## config.mk

```make
export PLATFORM = sky130hd
export DESIGN_NAME = fmt_serial_top
export DESIGN_NICKNAME = d
export VERILOG_FILES = /design/src/rtl/fmt_pkg.sv /design/src/rtl/fmt_code_conv.sv /design/src/rtl/fmt_len_dec.sv /design/src/rtl/fmt_bit_pick.sv /design/src/rtl/fmt_serial_top.sv
export SDC_FILE = /design/constraint.sdc
export NUM_CORES = 1
export LEC_CHECK = 0
export BUFFER_PORTS_ARGS = -buffer_cell sky130_fd_sc_hd__clkbuf_2
export CELL_PAD_IN_SITES_DETAIL_PLACEMENT = 1
export CELL_PAD_IN_SITES_GLOBAL_PLACEMENT = 1
export CORE_MARGIN = 1.5
export CORE_UTILIZATION = 30
export CTS_BUF_LIST = sky130_fd_sc_hd__clkbuf_8
export DETAILED_ROUTE_END_ITERATION = 10
export PLACE_DENSITY_LB_ADDON = 0.1
export REMOVE_ABC_BUFFERS = 1
export SKIP_CTS_REPAIR_TIMING = 1
export SLEW_MARGIN = 20
export SYNTH_ARGS = -nofsm -noshare
export SYNTH_HDL_FRONTEND = slang
export SYNTH_SLANG_ARGS = --single-unit
export TNS_END_PERCENT = 5
```

## constraint.sdc

```tcl
create_clock -name clk -period 2 [get_ports clk]
set_input_delay 0.4 -clock clk [delete_from_list [all_inputs] [get_ports clk]]
set_output_delay 0.4 -clock clk [all_outputs]
set_load 0.03 [all_outputs]
```

## src/rtl/fmt_pkg.sv

```systemverilog
package fmt_pkg;
    parameter int RES_W   = 10;
    parameter int CFG_W   = 8;
    parameter int ORD_POS = 5;
    parameter int MAX_LEN = 16;
    localparam int CNT_W  = $clog2(MAX_LEN + 1);

    typedef enum logic [1:0] {
        LEN_8  = 2'b00,
        LEN_10 = 2'b01,
        LEN_12 = 2'b10,
        LEN_16 = 2'b11
    } len_e;

    typedef struct packed {
        logic             act;
        logic [CNT_W-1:0] cnt;
        logic [CFG_W-1:0] cfg;
        logic [RES_W-1:0] word;
        logic             ord_cur;
        logic             ord_pend;
    } fmt_state_t;
endpackage

```

## src/rtl/fmt_code_conv.sv

```systemverilog
module fmt_code_conv #(
    parameter int W = 10
) (
    input  logic [W-1:0] raw,
    input  logic         bipolar,
    output logic [W-1:0] code
);
    always_comb begin
        code = raw;
        if (bipolar) code[W-1] = ~raw[W-1];
    end
endmodule

```

## src/rtl/fmt_len_dec.sv

```systemverilog
module fmt_len_dec
    import fmt_pkg::*;
(
    input  logic [1:0]       sel,
    input  logic             known,
    output logic [CNT_W-1:0] len
);
    always_comb begin
        unique case (len_e'(sel))
            LEN_8:   len = CNT_W'(8);
            LEN_10:  len = CNT_W'(10);
            LEN_12:  len = CNT_W'(12);
            default: len = CNT_W'(16);
        endcase
        if (!known) len = CNT_W'(MAX_LEN);
    end
endmodule

```

## src/rtl/fmt_bit_pick.sv

```systemverilog
module fmt_bit_pick #(
    parameter int W   = 10,
    parameter int IDX_W = 5
) (
    input  logic [W-1:0]     word,
    input  logic [IDX_W-1:0] idx,
    input  logic             msb_first,
    output logic             bit_o
);
    logic [W-1:0] fwd;

    genvar g;
    generate
        for (g = 0; g < W; g++) begin : g_rev
            assign fwd[g] = msb_first ? word[W-1-g] : word[g];
        end
    endgenerate

    always_comb begin
        bit_o = 1'b0;
        for (int i = 0; i < W; i++) begin
            if (idx == IDX_W'(i)) bit_o = fwd[i];
        end
    end
endmodule

```

## src/rtl/fmt_serial_top.sv

```systemverilog
module fmt_serial_top
    import fmt_pkg::*;
(
    input  logic             clk,
    input  logic             rst_n,
    input  logic             cs_n,
    input  logic             bit_tick,
    input  logic             din,
    input  logic [RES_W-1:0] raw_code,
    input  logic             bipolar,
    output logic             dout,
    output logic             dout_oe
);
    localparam int ORD_SLOT = CFG_W - 1 - ORD_POS;

    fmt_state_t st_q, st_d;

    logic [RES_W-1:0] code;
    logic [CFG_W-1:0] cfg_nxt;
    logic [CNT_W-1:0] len_cur;
    logic             cfg_known;
    logic             bit_val;

    fmt_code_conv #(.W(RES_W)) u_conv (
        .raw     (raw_code),
        .bipolar (bipolar),
        .code    (code)
    );

    assign cfg_known = (st_q.cnt >= CNT_W'(CFG_W));

    fmt_len_dec u_len (
        .sel   (st_q.cfg[1:0]),
        .known (cfg_known),
        .len   (len_cur)
    );

    fmt_bit_pick #(.W(RES_W), .IDX_W(CNT_W)) u_pick (
        .word      (st_q.word),
        .idx       (st_q.cnt),
        .msb_first (st_q.ord_cur),
        .bit_o     (bit_val)
    );

    always_comb begin
        st_d    = st_q;
        cfg_nxt = {st_q.cfg[CFG_W-2:0], din};
        if (cs_n) begin
            st_d.act = 1'b0;
            st_d.cnt = '0;
        end else if (!st_q.act) begin
            st_d.act     = 1'b1;
            st_d.cnt     = '0;
            st_d.word    = code;
            st_d.ord_cur = st_q.ord_pend;
        end else if (bit_tick) begin
            if (st_q.cnt < CNT_W'(MAX_LEN)) st_d.cnt = st_q.cnt + CNT_W'(1);
            if (st_q.cnt < CNT_W'(CFG_W))   st_d.cfg = cfg_nxt;
            if (st_q.cnt == CNT_W'(CFG_W - 1)) st_d.ord_pend = cfg_nxt[ORD_SLOT];
        end
    end

    always_ff @(posedge clk or negedge rst_n) begin
        if (!rst_n) begin
            st_q.act      <= 1'b0;
            st_q.cnt      <= '0;
            st_q.cfg      <= '0;
            st_q.word     <= '0;
            st_q.ord_cur  <= 1'b1;
            st_q.ord_pend <= 1'b1;
        end else begin
            st_q <= st_d;
        end
    end

    assign dout_oe = st_q.act && (st_q.cnt < len_cur);
    assign dout    = dout_oe && bit_val;
endmodule

```

Yosys cells after proc, flatten, opt, wreduce, memory -nomap -nowiden
Index checks and enable logic that the tools add are counted.
{"block": "word_totals", "register_bits": 26, "in_bits": 16}
{"block": "op_classes", "addsub": 1, "n_lt_le_gt_ge": 4, "eq_ne": 13, "muxes": 28, "n_bitwise": 3, "n_reduce_logical": 8}
{"operator": "$mux 1", "n": 21}
{"operator": "$eq 5x3->1 const B", "n": 4}
{"operator": "$mux 5", "n": 3}
{"operator": "$pmux 5 s3", "n": 1}
{"operator": "$mux 13", "n": 1}
{"operator": "$eq 5x2->1 const B", "n": 2}
{"operator": "$eq 5x4->1 const B", "n": 2}
{"operator": "$mux 8", "n": 1}
{"operator": "$reduce_and 4->1", "n": 2}
{"operator": "$mux 6", "n": 1}
{"operator": "$add 5x1->5 const B", "n": 1}
{"operator": "$eq 5x1->1 const B", "n": 1}
{"operator": "$ge 5x4->1 const B", "n": 1}
{"operator": "$logic_not 5->1", "n": 1}
{"operator": "$lt 5x4->1 const B", "n": 1}
{"operator": "$lt 5x5->1", "n": 1}
{"operator": "$lt 5x5->1 const B", "n": 1}
{"operator": "$reduce_and 2->1", "n": 2}
{"operator": "$ne 3x2->1 const B", "n": 1}
{"operator": "$ne 3x3->1 const B", "n": 1}
{"operator": "$not 1->1", "n": 3}
{"operator": "$eq 2x1->1 const B", "n": 1}
{"operator": "$eq 2x2->1 const B", "n": 1}
{"operator": "$logic_and 1x1->1", "n": 2}
{"operator": "$logic_not 2->1", "n": 1}

Logic depth before layout (Yosys ltp)
{"block": "logic_depth", "depth_word": 12, "mapped_depth": 9, "ltp_nobuf": 8}

Cells and area by module
Synthesis repeated with hierarchy kept, for this count alone.
{"block": "unflattened", "cells_unflattened": 122, "area_unflattened_um2": 1328.8}
{"mod": "fmt_serial_top", "instances": 1, "cells_per_inst": 77, "area_per_inst_um2": 947.2}
{"mod": "fmt_bit_pick", "instances": 1, "cells_per_inst": 29, "area_per_inst_um2": 259.0}
{"mod": "fmt_code_conv", "instances": 1, "cells_per_inst": 10, "area_per_inst_um2": 76.3}
{"mod": "fmt_len_dec", "instances": 1, "cells_per_inst": 6, "area_per_inst_um2": 46.3}

Worst setup path after synthesis
OpenSTA, ideal clock, no wires.
{"block": "synth_path", "path_type": "register to output", "startpoint": "register st_q[23] in the netlist's numbering", "endpoint": "output dout", "arrival_time_ns": 2.086, "required_time_ns": 1.600, "path_slack_ns": -0.486, "stages_incl_launch_ff": 8, "path_cell_list": "dfrtp_1 > buf_4 > nor2_2 > or3b_2 > ha_1 > a21o_1 > a31oi_4 > and3_1"}
{"element": "from (decl)", "line_no": "fmt_serial_top.sv:16", "text": "fmt_state_t st_q, st_d;"}
{"element": "from (signal assigned)", "line_no": "fmt_serial_top.sv:72", "text": "st_q <= st_d;"}
{"element": "$ge 5x4->1", "line_no": "fmt_serial_top.sv:30", "text": "assign cfg_known = (st_q.cnt >= CNT_W'(CFG_W));"}
{"element": "$mux 5", "line_no": "fmt_len_dec.sv:15", "text": "if (!known) len = CNT_W'(MAX_LEN);"}
{"element": "$lt 5x5->1 (*)", "line_no": "fmt_serial_top.sv:76", "text": "assign dout_oe = st_q.act && (st_q.cnt < len_cur);"}
{"element": "$logic_and 1x1->1 (*)", "line_no": "fmt_serial_top.sv:76"}
{"element": "named net dout_oe", "line_no": "fmt_serial_top.sv:12", "text": "output logic dout_oe"}
{"element": "$logic_and 1x1->1 (*)", "line_no": "fmt_serial_top.sv:77", "text": "assign dout = dout_oe && bit_val;"}
{"element": "to (decl)", "line_no": "fmt_serial_top.sv:11", "text": "output logic dout,"}
Mark *: on every way through the listed nets, which the timed path passes. The rest lies on a longest branch.

Worst setup path after layout
{"block": "layout_path", "startpoint": "register st_q[1] in the netlist's numbering", "endpoint": "output dout"}
{"block": "layout_via", "elab_chain_cells": 12}
{"element": "$mux 1", "line_no": "fmt_bit_pick.sv:15", "text": "assign fwd[g] = msb_first ? word[W-1-g] : word[g];"}
{"element": "$mux 1 (9 in series)", "line_no": "fmt_bit_pick.sv:22", "text": "if (idx == IDX_W'(i)) bit_o = fwd[i];"}
{"element": "$mux 1 (*)", "line_no": "fmt_bit_pick.sv:22"}
{"element": "$logic_and 1x1->1 (*)", "line_no": "fmt_serial_top.sv:77"}
Every way passes the cells marked *; elsewhere a longest branch is shown, timed or not.

==> impl_metrics.csv <==
group,metric,value,unit
setup_path,cp.arrival,2.02,ns
clock_network,cts.sinks,20,
clock_network,insertion_delay,0.26,ns
floorplan,die_area,4310,um2
grt,grt_pass1_wl,4510,um
pwr,p_total,1020,uW
grt,overflow,0,
grt,antenna_found_initial,0,
routing,ant_nets,0,
floorplan,start_util,31.7,%
layout,layout_commonest_cell,"buf_4",
setup_path,path_class,"flop to output pin",
placed_design,dp_hpwl,2030,um
synth,synth_edf_count,0,
routing,num_vias,943,
setup_path,slowest_stage,"dfstp_2",
layout,stdcell_count,194,
setup_path,critPathMaxFanout,7,
floorplan,rows,22,
worst_hold_path,worstHoldPathType,"primary input to async pin",
sta,hold_violations,0,
synth,synth_cell_types,30,
pwr,power.density,624,nW/um2
run,drv_cap,0,
synth,synth_ff_type,"dfrtp_1",
sta,fmax,0.412,GHz
synth,synth_cells,104,
routing,avgRoutedWirePerCell,14.4,um
routing,dr.max_layer_used,"met4",
grt,globalRouteTotalUtil,13.6,%
setup_path,required,1.60,ns
layout,drive_gt1_share,54.8,%
setup_path,worstSetupEndpointType,"output pin",
synth,ys_seq_area_share,42.7,%
pwr,power_leakage,0.000731,uW
clock_network,clk_path_buf_depth,2,
grt,first_global_vias,991,
placed_design,gp_congestion,0.744,
pwr,ir_drop,348,uV
synth,async_reset_ff_share,100,%
sta,relSlewSlack,65.3,%
status,failed_checks,"setup timing",
clock_network,cts_tree,"built",
routing,dr.pass1.iters,3,
grt,grt_max_degree,21,
floorplan,coreArea,3720,um2
routing,m1WireLength,1260,um
layout,nNetsFinal,170,
clock_network,cts_root_buf,"clkbuf_8",
floorplan,io_pins,18,
sta,worst_slew_pin_slew,0.520,ns
setup_path,crit_path_cell_trace,"buf_4, mux2_2, a21o_1, nand3_1, o221ai_2, and3_4, buf_6",
synth,postSynthAreaPerCell,11.3,um2
status,status,"finished with violations",
sta,final.min_clock_period,2.42,ns
sta,grt_setup_unrepaired,"yes",
routing,drt_iter0_drc,17,
sta,finClkSkew,0.00250,ns
placed_design,dp_cells,185,
layout,layout_common_cells,"buf_4, mux2_2, dfrtp_1",
setup_path,worstSetupStartpointType,"flop",
routing,drt_wl_total,2790,um
sta,worst_slack,-0.425,ns
clock_network,numCtsBuffers,3,
routing,wl_met2,1410,um
synth,synth_warnings,0,
clock_network,path_clk_slew,0.07,ns
synth,syn_area,1180,um2
clock_network,h-tree-depth,1,
routing,vias_per_cell,4.86,
placed_design,port_buffers,17,
sta,fin_crit_sh,121,%
synth,ys_ff_latch,20,
floorplan,die_y,65.6,um
setup_path,slowest_delay,0.63,ns
sta,final_max_slew_viol_count,0,
layout,area_delta_synth_final,38.5,%
floorplan,die_w,65.6,um
layout,diodes,0,
routing,wl_met3,94,um
routing,post-route-drc-count,0,
sta,setup_violations,2,
logic make-up after synthesis:
family / after synthesis / share of synthesized area (%)
DFF: 20 / 42.7
muxes: 23 / 21.6
AOI/OAI and AO/OA: 14 / 9.67
xor gates and xnor gates: 4 / 2.98
adders and majority gates: 7 / 7.44
buffers and inverters: 8 / 3.19
and+or+nand+nor: 28 / 12.4
worst max-delay path, delay by kind of cell (launching register included):
| kind | cells | cell delay (ns) |
|---|---|---|
| muxes | 1 | 0.31 |
| and+or+nand+nor | 2 | 0.28 |
| buffers and inverters | 2 | 0.27 |
| AOI/OAI and AO/OA | 2 | 0.27 |
| DFF | 1 | 0.63 |
final timing paths:
| kind | to | startpoint | depth (start not counted) | slack (ns) |
|---|---|---|---|---|
| min in group clk | st_q[25] | cs_n | 2 | 0.31 |
| max in group asynchronous | st_q[21] | rst_n | 1 | 1.53 |
| worst max-delay path | dout | st_q[1] | 7 | -0.42 |
| worst min register to register | st_q[4] | st_q[4] | 1 | 0.55 |
| worst max register to register | st_q[0] | st_q[24] | 5 | 0.39 |
| worst min-delay path | st_q[5] | rst_n | 1 | 0.1 |
layout make-up:
type                            instances  area (um2)
Tap cell                               48        60.1
Timing Repair Buffer                   42         293
Inverter                                4        15.0
Multi-Input combinational cell         76         703
Clock buffer                            4        55.1
Sequential cell                        20         504
Fill cell                             421        2090
flip-flops by register name, indices dropped and copies added, names as in the netlist:
name     count
st_q        18
cfg_nxt      2
Yosys cell counts (3+ instances only):
cell type | number | share of area, %
mux2_2 | 19 | 18
dfrtp_1 | 18 | 38
nor2_1 | 9 | 2.9
ha_1 | 7 | 7.4
nand2_1 | 5 | 1.6
a21oi_1 | 4 | 1.7
inv_1 | 4 | 1.3
mux2i_1 | 4 | 3.4
a21o_1 | 3 | 1.9
nand3_1 | 3 | 1.3
power breakdown:
group / switching [uW] / total [uW] / internal, uW
Clock: 141 / 317 / 176
Sequential: 32.7 / 480 / 447
Combinational: 87.1 / 221 / 134
layer usage:
| metal | track usage [%] | vias to the layer above |
|---|---|---|
| li1 | - | 458 |
| met1 | 17.1 | 469 |
| met2 | 23.7 | 14 |
| met3 | 2.91 | 2 |
| met4 | 3.13 | 0 |
| met5 | 0 | - |
through the flow:
stage / setup TNS (ns) / cell area, um2 / setup WS [ns] / utilization (%) / hold slack [ns]
after floorplan: -0.590 / 1150 / -0.491 / - / 0.104
after global placement: -0.422 / 1450 / -0.244 / 39.0 / 0.407
after detailed placement: -0.439 / 1450 / -0.249 / 39.0 / 0.406
after CTS: -1.05 / 1510 / -0.555 / 40.5 / 0.120
after global routing: -0.922 / 1630 / -0.516 / 43.9 / 0.137
final: -0.731 / 1630 / -0.425 / 43.9 / 0.0965
No activity file was read; power rests on OpenSTA's default activity.
